**config.mk**
```make
export PLATFORM = sky130hd
export DESIGN_NAME = sync_burst_sram
export DESIGN_NICKNAME = d
export VERILOG_FILES = /design/src/rtl/sbs_pkg.sv /design/src/rtl/sbs_cmd_decode.sv /design/src/rtl/sbs_burst_ctr.sv /design/src/rtl/sbs_mem_array.sv /design/src/rtl/sync_burst_sram.sv
export SDC_FILE = /design/constraint.sdc
export NUM_CORES = 2
export LEC_CHECK = 0
export BUFFER_PORTS_ARGS = -buffer_cell sky130_fd_sc_hd__buf_2
export CORE_MARGIN = 4
export CORE_UTILIZATION = 50
export DETAILED_ROUTE_END_ITERATION = 16
export PLACE_DENSITY = 0.62
export SLEW_MARGIN = 20
export SYNTH_ARGS = -nofsm -noshare
export SYNTH_HDL_FRONTEND = slang
export SYNTH_SLANG_ARGS = --single-unit
```
**constraint.sdc**
```tcl
create_clock -name clk_i -period 6 [get_ports clk_i]
set_input_delay 0.3 -clock clk_i [delete_from_list [all_inputs] [get_ports clk_i]]
set_output_delay 0.3 -clock clk_i [all_outputs]
set_load 0.02 [all_outputs]
```
**src/rtl/sbs_pkg.sv**
```systemverilog
package sbs_pkg;
  localparam int NUM_LANES = 4;
  localparam int LANE_W    = 9;
  localparam int WORD_W    = NUM_LANES * LANE_W;

  typedef enum logic {
    ORD_LINEAR     = 1'b0,
    ORD_INTERLEAVE = 1'b1
  } burst_ord_e;

  typedef struct packed {
    logic                 start;     // accepted strobe this edge
    logic                 proc_acc;  // processor strobe accepted
    logic                 ce_ok;     // all chip enables active
    logic [NUM_LANES-1:0] lane_we;   // lanes requested for write
  } cmd_t;

  function automatic logic [1:0] burst_lo(input logic [1:0] base,
                                          input logic [1:0] beat,
                                          input burst_ord_e ord);
    logic [1:0] r;
    if (ord == ORD_INTERLEAVE) r = base ^ beat;
    else                       r = base + beat;
    return r;
  endfunction
endpackage

```
**src/rtl/sbs_cmd_decode.sv**
```systemverilog
module sbs_cmd_decode
  import sbs_pkg::*;
(
  input  logic                 ce1_ni,
  input  logic                 ce2_i,
  input  logic                 ce3_ni,
  input  logic                 proc_strb_ni,
  input  logic                 ctrl_strb_ni,
  input  logic                 gw_ni,
  input  logic                 bwe_ni,
  input  logic [NUM_LANES-1:0] lane_we_ni,
  output cmd_t                 cmd_o
);
  logic proc_acc;
  logic [NUM_LANES-1:0] mask;

  assign proc_acc = !proc_strb_ni && !ce1_ni;

  always_comb begin
    if (!gw_ni)       mask = '1;
    else if (!bwe_ni) mask = ~lane_we_ni;
    else              mask = '0;
  end

  assign cmd_o.start    = proc_acc || !ctrl_strb_ni;
  assign cmd_o.proc_acc = proc_acc;
  assign cmd_o.ce_ok    = !ce1_ni && ce2_i && !ce3_ni;
  assign cmd_o.lane_we  = mask;
endmodule

```
**src/rtl/sbs_burst_ctr.sv**
```systemverilog
module sbs_burst_ctr
  import sbs_pkg::*;
(
  input  logic       clk_i,
  input  logic       rst_ni,
  input  logic       load_i,
  input  logic       adv_i,
  input  logic [1:0] base_i,
  input  logic       order_i,
  output logic [1:0] lo_o,
  output logic [1:0] lo_next_o,
  output logic [1:0] beat_o,
  output logic       order_o
);
  logic [1:0] base_q, beat_q, beat_inc;
  burst_ord_e ord_q;

  assign beat_inc = beat_q + 2'd1;

  always_ff @(posedge clk_i or negedge rst_ni) begin
    if (!rst_ni) begin
      base_q <= '0;
      beat_q <= '0;
      ord_q  <= ORD_LINEAR;
    end else if (load_i) begin
      base_q <= base_i;
      beat_q <= '0;
      ord_q  <= burst_ord_e'(order_i);
    end else if (adv_i) begin
      beat_q <= beat_inc;
    end
  end

  assign lo_o      = burst_lo(base_q, beat_q, ord_q);
  assign lo_next_o = burst_lo(base_q, beat_inc, ord_q);
  assign beat_o    = beat_q;
  assign order_o   = ord_q;
endmodule

```
**src/rtl/sbs_mem_array.sv**
```systemverilog
module sbs_mem_array
  import sbs_pkg::*;
#(
  parameter int ADDR_W = 6
) (
  input  logic                 clk_i,
  input  logic [NUM_LANES-1:0] we_i,
  input  logic [ADDR_W-1:0]    waddr_i,
  input  logic [WORD_W-1:0]    wdata_i,
  input  logic [ADDR_W-1:0]    raddr_i,
  output logic [WORD_W-1:0]    rdata_o
);
  localparam int DEPTH = 1 << ADDR_W;

  for (genvar l = 0; l < NUM_LANES; l++) begin : g_lane
    logic [LANE_W-1:0] mem [DEPTH];

    always_ff @(posedge clk_i) begin
      if (we_i[l]) mem[waddr_i] <= wdata_i[l*LANE_W +: LANE_W];
    end

    assign rdata_o[l*LANE_W +: LANE_W] = mem[raddr_i];
  end
endmodule

```
**src/rtl/sync_burst_sram.sv**
```systemverilog
module sync_burst_sram
  import sbs_pkg::*;
#(
  parameter int ADDR_W = 6
) (
  input  logic                 clk_i,
  input  logic                 rst_ni,
  input  logic                 sleep_i,
  input  logic                 ce1_ni,
  input  logic                 ce2_i,
  input  logic                 ce3_ni,
  input  logic                 proc_strb_ni,
  input  logic                 ctrl_strb_ni,
  input  logic                 adv_ni,
  input  logic                 order_i,
  input  logic                 gw_ni,
  input  logic                 bwe_ni,
  input  logic [NUM_LANES-1:0] lane_we_ni,
  input  logic                 oe_ni,
  input  logic [ADDR_W-1:0]    addr_i,
  input  logic [WORD_W-1:0]    data_i,
  output logic [WORD_W-1:0]    data_o,
  output logic                 data_vld_o
);
  localparam int HI_W = ADDR_W - 2;

  cmd_t cmd;
  logic go, load, desel, cont, adv_en;
  logic sel_q, wr_q;
  logic [HI_W-1:0] hi_q;
  logic [1:0] lo_cur, lo_nxt, beat_q;
  logic ord_q;
  logic [ADDR_W-1:0] waddr, raddr;
  logic [NUM_LANES-1:0] we;
  logic [WORD_W-1:0] rdata;
  logic drive;

  sbs_cmd_decode u_dec (
    .ce1_ni      (ce1_ni),
    .ce2_i       (ce2_i),
    .ce3_ni      (ce3_ni),
    .proc_strb_ni(proc_strb_ni),
    .ctrl_strb_ni(ctrl_strb_ni),
    .gw_ni       (gw_ni),
    .bwe_ni      (bwe_ni),
    .lane_we_ni  (lane_we_ni),
    .cmd_o       (cmd)
  );

  assign go     = !sleep_i;
  assign load   = go && cmd.start && cmd.ce_ok;
  assign desel  = go && cmd.start && !cmd.ce_ok;
  assign cont   = go && !cmd.start && sel_q;
  assign adv_en = cont && !adv_ni;

  sbs_burst_ctr u_ctr (
    .clk_i    (clk_i),
    .rst_ni   (rst_ni),
    .load_i   (load),
    .adv_i    (adv_en),
    .base_i   (addr_i[1:0]),
    .order_i  (order_i),
    .lo_o     (lo_cur),
    .lo_next_o(lo_nxt),
    .beat_o   (beat_q),
    .order_o  (ord_q)
  );

  always_ff @(posedge clk_i or negedge rst_ni) begin
    if (!rst_ni) begin
      sel_q <= 1'b0;
      wr_q  <= 1'b0;
      hi_q  <= '0;
    end else if (load) begin
      sel_q <= 1'b1;
      wr_q  <= !cmd.proc_acc && (|cmd.lane_we);
      hi_q  <= addr_i[ADDR_W-1:2];
    end else if (desel) begin
      sel_q <= 1'b0;
      wr_q  <= 1'b0;
    end else if (cont) begin
      wr_q  <= |cmd.lane_we;
    end
  end

  // first beat of a processor-strobe burst never writes
  assign we    = ((load && !cmd.proc_acc) || cont) ? cmd.lane_we : '0;
  assign waddr = load ? addr_i : {hi_q, (adv_en ? lo_nxt : lo_cur)};
  assign raddr = {hi_q, lo_cur};

  sbs_mem_array #(.ADDR_W(ADDR_W)) u_mem (
    .clk_i  (clk_i),
    .we_i   (we),
    .waddr_i(waddr),
    .wdata_i(data_i),
    .raddr_i(raddr),
    .rdata_o(rdata)
  );

  assign drive      = sel_q && !wr_q && !oe_ni && !sleep_i;
  assign data_vld_o = drive;
  assign data_o     = drive ? rdata : '0;
endmodule

```
# Word-level counts from Yosys, hierarchy flattened
# Memory sizes are Yosys's and may differ from the RTL's.
# Cells that the tools add are included.
word_totals:
  mem_count: 4
  output_inout_bits: 37
  ramBits: 2304
  input_bits: 59
  word_cells: 70
  regBits: 11
op_classes:
  muxes: 23
  bitwise_logic: 3
  reduce_logical: 31
  add_sub_neg: 3
mem_list:
  columns: ["name", "words", "width", "read_ports", "rd_ports_with_merged_regs", "write_ports", "line_no", "text"]
  rows:
  - ["u_mem.g_lane[0].mem", 64, 9, 1, 0, 1, "sbs_mem_array.sv:16", "logic [LANE_W-1:0] mem [DEPTH];"]
  - ["u_mem.g_lane[1].mem", 64, 9, 1, 0, 1, "sbs_mem_array.sv:16", null]
  - ["u_mem.g_lane[2].mem", 64, 9, 1, 0, 1, "sbs_mem_array.sv:16", null]
  - ["u_mem.g_lane[3].mem", 64, 9, 1, 0, 1, "sbs_mem_array.sv:16", null]
op_table:
  columns: ["cell", "count"]
  rows:
  - ["$mux 36", 1]
  - ["$logic_and 1x1->1", 14]
  - ["$mux 1", 13]
  - ["$mux 4", 3]
  - ["$logic_not 1->1", 11]
  - ["$mux 2", 5]
  - ["$mux 6", 1]
  - ["$add 2x2->2", 2]
  - ["$not 4->4", 1]
  - ["$reduce_bool 2->1", 2]
  - ["$reduce_or 4->1", 1]
  - ["$xor 2x2->2", 2]
  - ["$reduce_bool 3->1", 1]
  - ["$add 2x1->2 const B", 1]
  - ["$logic_or 1x1->1", 2]

# Depth between registers and ports, before layout
depth:
  depth_word: 10
  mapped_depth: 12
  mapped_depth_nobuf: 8

# Modules after synthesis
# From an unflattened synthesis, not the netlist that was laid out.
hier_totals:
  hier_cells: 4130
  area_unflattened_um2: 90206.5
by_module_without_submodules:
  columns: ["mod", "seq_area_each_um2", "cells_per_inst", "n_inst", "area_each_um2"]
  rows:
  - ["sbs_mem_array", 69186.4, 4027, 1, 89213.1]
  - ["sync_burst_sram", 150.1, 72, 1, 654.4]
  - ["sbs_burst_ctr", 125.1, 23, 1, 290.3]
  - ["sbs_cmd_decode", 0.0, 8, 1, 48.8]

# Least setup slack after synthesis
# Ideal clock, no wire load.
synth_timing:
  path_kind: "flip-flop to output port"
  start: "register u_ctr.beat_q[0], in the netlist u_ctr.beat_o[0]"
  end: "output port data_o[25]"
  n_path_buf: 5
  stages_incl_launch_ff: 12
  t_arrival_ps: 2648
  required_ps: 5700
  setup_slack_ps: 3052
  path_cell_list: "dfrtp_1 inv_1 ha_1 buf_2 buf_4 buf_2 clkbuf_1 clkbuf_1 o221ai_1 a21oi_1 nor4_1 o31ai_1"
synth_between:
  elab_chain_len: 4
  word_cells_on_any_way: 5
  classes_between: "add/sub (1); mux (2); bitwise (1); memory (1)"
synth_lines:
  columns: ["item", "line_no", "text"]
  rows:
  - ["start: declaration", "sbs_burst_ctr.sv:15", "logic [1:0] base_q, beat_q, beat_inc;"]
  - ["start signal: assignment", "sbs_burst_ctr.sv:30", "beat_q <= beat_inc;"]
  - ["$add 2x2->2 or $xor 2x2->2 (tied branches)", "sbs_pkg.sv:23, sbs_pkg.sv:22", null]
  - ["$mux 2 *", "sbs_pkg.sv:22", "if (ord == ORD_INTERLEAVE) r = base ^ beat;"]
  - ["$mem_v2 64x9 *", null, null]
  - ["$mux 36 *", "sync_burst_sram.sv:102", "assign data_o = drive ? rdata : '0;"]
  - ["end: declaration", "sync_burst_sram.sv:22", "output logic [WORD_W-1:0] data_o,"]
# Every way passes the cells marked *; elsewhere a longest branch is shown, timed or not.

# Worst setup path after layout
layout_timing:
  start: "register u_ctr.beat_q[0], in the netlist u_ctr.beat_o[0]"
  end: "output port data_o[13]"
# The elaborated chain is that of the path after synthesis.

==> impl_results.md <==
* Post-route ant nets at 0
* CP Launch Type: register
* Post-DR vias/cell at 6.67
* Routed len/inst at 31.1 um
* Commonest cells after routing, fill and taps aside: 2304 x edfxtp_1, 522 x nor3_1, 502 x nand2_1
* Final Hold Viols at 0
* Outcome: complete, no violations
* Layout cells sized above 1 at 12.6%
* Mapped Nets at 7200
* Syn_area_per_cell at 14.2 um^2
* Clk sink count at 2315
* Setup TNS at 0 ns
* Met3 Use GR at 5.94%
* Met1 Use GR at 39.7%
* Synth unique cells at 74
* Hold Path Depth at 1
* Die W at 458 um
* Starting Density at 50.3%
* Fin util at 55.4%
* Routed via count at 65.9k
* Met2 Usage GRT at 43.7%
* Most common cell after layout, fill and taps aside: edfxtp_1
* Row cnt at 165
* Most frequent CP cell: buf_4
* Crit-path max FO at 68
* RSZ-0062 raised after global routing: no
* Fmax at 0.174 GHz
* Final setup margin at 0.242 ns
* Leak Pwr at 35.4 nW
* Die height at 458 um
* I/O pins at 96
* Synthesized flop and latch total at 2315
* Initial DRC count at 8412
* Final period utilization at 96.0%
* Die area at 210000 um^2
* PwrDens at 381 nW/um^2
* CTS tree: yes
* Clk_skew at 0.0323 ns
* Number of H-tree levels at 4
* Hold endpoint: u_mem.g_lane[1].mem[35][0]
* Largest net degree at the start of global routing at 198
* WS Path Type: reg2out
* Min Tclk post-route at 5.76 ns
* Final setup vio count at 0
* CTS max path bufs at 3
* Worst skew pair latency at 0.88 ns
* RR Startpoint: u_ctr.beat_o[0]
* Share of the synthesized area in the top cell type at 68.2%
* Post-synth top area cell: edfxtp_1
* Hold Startpoint: data_i[9]
* CP delay by family, top: buffers and inverters
* CP cell instances: ha_4 > nor2b_4 > buf_4 > buf_4 > or3_1 > o2111ai_1 > a221oi_1 > nor4b_2 > o22ai_1 > buf_2
* Initial antenna violation count at 22
* Port buffer count at 95
* CTS Root Cell: clkbuf_16
* WL final at 307000 um
* GP Congestion at 0.841
* Cells after Synth at 7139
* Post-synth EDFFs at 2304
* Pwr Total at 42.7 mW
* Worst R2R Setup Slack at 1.08 ns
* Fin area at 112000 um^2
* Initial DRT Pass Iterations at 6
* Worst min-delay path category: in2reg
* Crit end category: output port
* Reg2reg path depth at 7
* Final nets at 7076
* Area Overhead vs Synth at 10.3%
* Max Slew Vio Count at 0
* Syn. warnings at 0
* Core area at 202000 um^2
* Worst path max stage delay at 0.72 ns
* Worst rel slew slack at 15.9%
* Syn Std Cell Area at 101000 um^2
* Slowest library cell on the worst path: buf_4
* FFs w/ async S/R, synth at 0.475%
* Placement Cell Area at 104000 um^2
* Fin cells at 9878
* Vias in the first global route at 62.9k
* Worst path arrival time at 5.46 ns
* DRC at 0
* Area contributors post-synth: edfxtp_1 68%, a211oi_1 3.6%, mux4_2 3.2%
* HPWL reported at the end of detailed placement at 179000 um
* CTS Buf Count at 229
* Sequential fraction of the synthesis area at 68.5%
* Worst Path Required at 5.70 ns
* Max cap viols at 0
* FF-to-FF End: u_mem.g_lane[3].mem[42][6]
* Placed insts at 9432
* Top_reg_cell synth: edfxtp_1
* Hold slack at 0.0500 ns
* CP Buf/Inv Count at 3
* GR peak layer: met2
* Total gr overflow at 0
* Measured slew at the worst slew-check pin at 1.26 ns
* Setup Buffers After CTS at 0
* First-pass GRT wire length at 443000 um
* CTS clock-pin slew for the worst setup and hold paths at 0.07 ns
* Tot GR Track Use at 28.6%
* Max IR drop VDD at 0.000379 V
* Setup slack at placement at 1.18 ns
## Yosys cell counts, drive strengths merged (11+ instances only)
library cell  number
a211oi           487
a31oi            146
and3              49
a221oi            37
o22ai             27
o221a             25
nor3             522
dfrtp             11
a21oi            118
nand3            109
and3b            139
o32ai             68
nand2            514
o2111ai           73
mux2              48
buf              309
a311oi            93
a41o              25
nor4              74
and2             136
o221ai            20
nor2             290
or3              132
nand4             13
nor2b            195
mux2i            230
clkbuf           333
edfxtp          2304
a22oi             39
o21ai            219
mux4             144
nor4b             26
o31ai            107
## per-layer routing
| metal | wire (um) | vias up |
|---|---|---|
| met4 | 14500 | 20 |
| met5 | 148 | - |
| met1 | 122000 | 33459 |
| met2 | 141000 | 3494 |
| li1 | - | 28293 |
| met3 | 29300 | 642 |
## how the worst max path moves through the flow
stage	from	end	slack (ns)	cells past startpoint
final	u_ctr.beat_o[0]	data_o[13]	0.24	10
after global routing	u_ctr.beat_o[0]	data_o[13]	0.03	10
after CTS	u_ctr.beat_o[0]	data_o[34]	0.23	10
after detailed placement	u_ctr.beat_o[0]	data_o[34]	1.18	10
after global placement	u_ctr.beat_o[0]	data_o[34]	1.22	10
after floorplan	u_ctr.beat_o[0]	data_o[25]	3.05	11
## registers in the layout, indices dropped and copies added, names as in the netlist
name	count
u_ctr.order_o	1
u_ctr.beat_o	2
u_mem.g_lane.mem	2304
u_ctr.base_q	2
hi_q	4
wr_q	1
sel_q	1
## area by class of cell
cell class,instances,area (um^2)
timing repair buffer,287,2300
multi-input combinational,4172,29300
tap,2672,3340
fill,15946,90000
inverter,10,45.0
clock buffer,269,6010
clock inverter,145,1450
antenna,8,20.0
sequential,2315,69500
## what timing repair did
item	4_1_cts	5_1_grt
gates resized for setup	0	1
hold endpoints to repair	153	0
hold buffers	24	0
setup endpoints to repair	0	1
## kinds of logic after synthesis
logic type / count (synthesis) / synth area share (%)
flip-flops: 2315 / 68.5
AND/OR/NAND/NOR: 2214 / 11.6
AO/OA/AOI/OAI: 1527 / 10.9
buffers and inverters: 652 / 2.99
multiplexers: 422 / 6.00
XOR/XNOR: 7 / 0.0863
adder cells (fa/ha/maj): 2 / 0.0247
## power breakdown
| group | internal (mW) | switching (mW) |
|---|---|---|
| Clock | 8.26 | 6.13 |
| Sequential | 17.8 | 0.0917 |
| Combinational | 3.17 | 7.21 |
(Power assumes the default switching activity.)
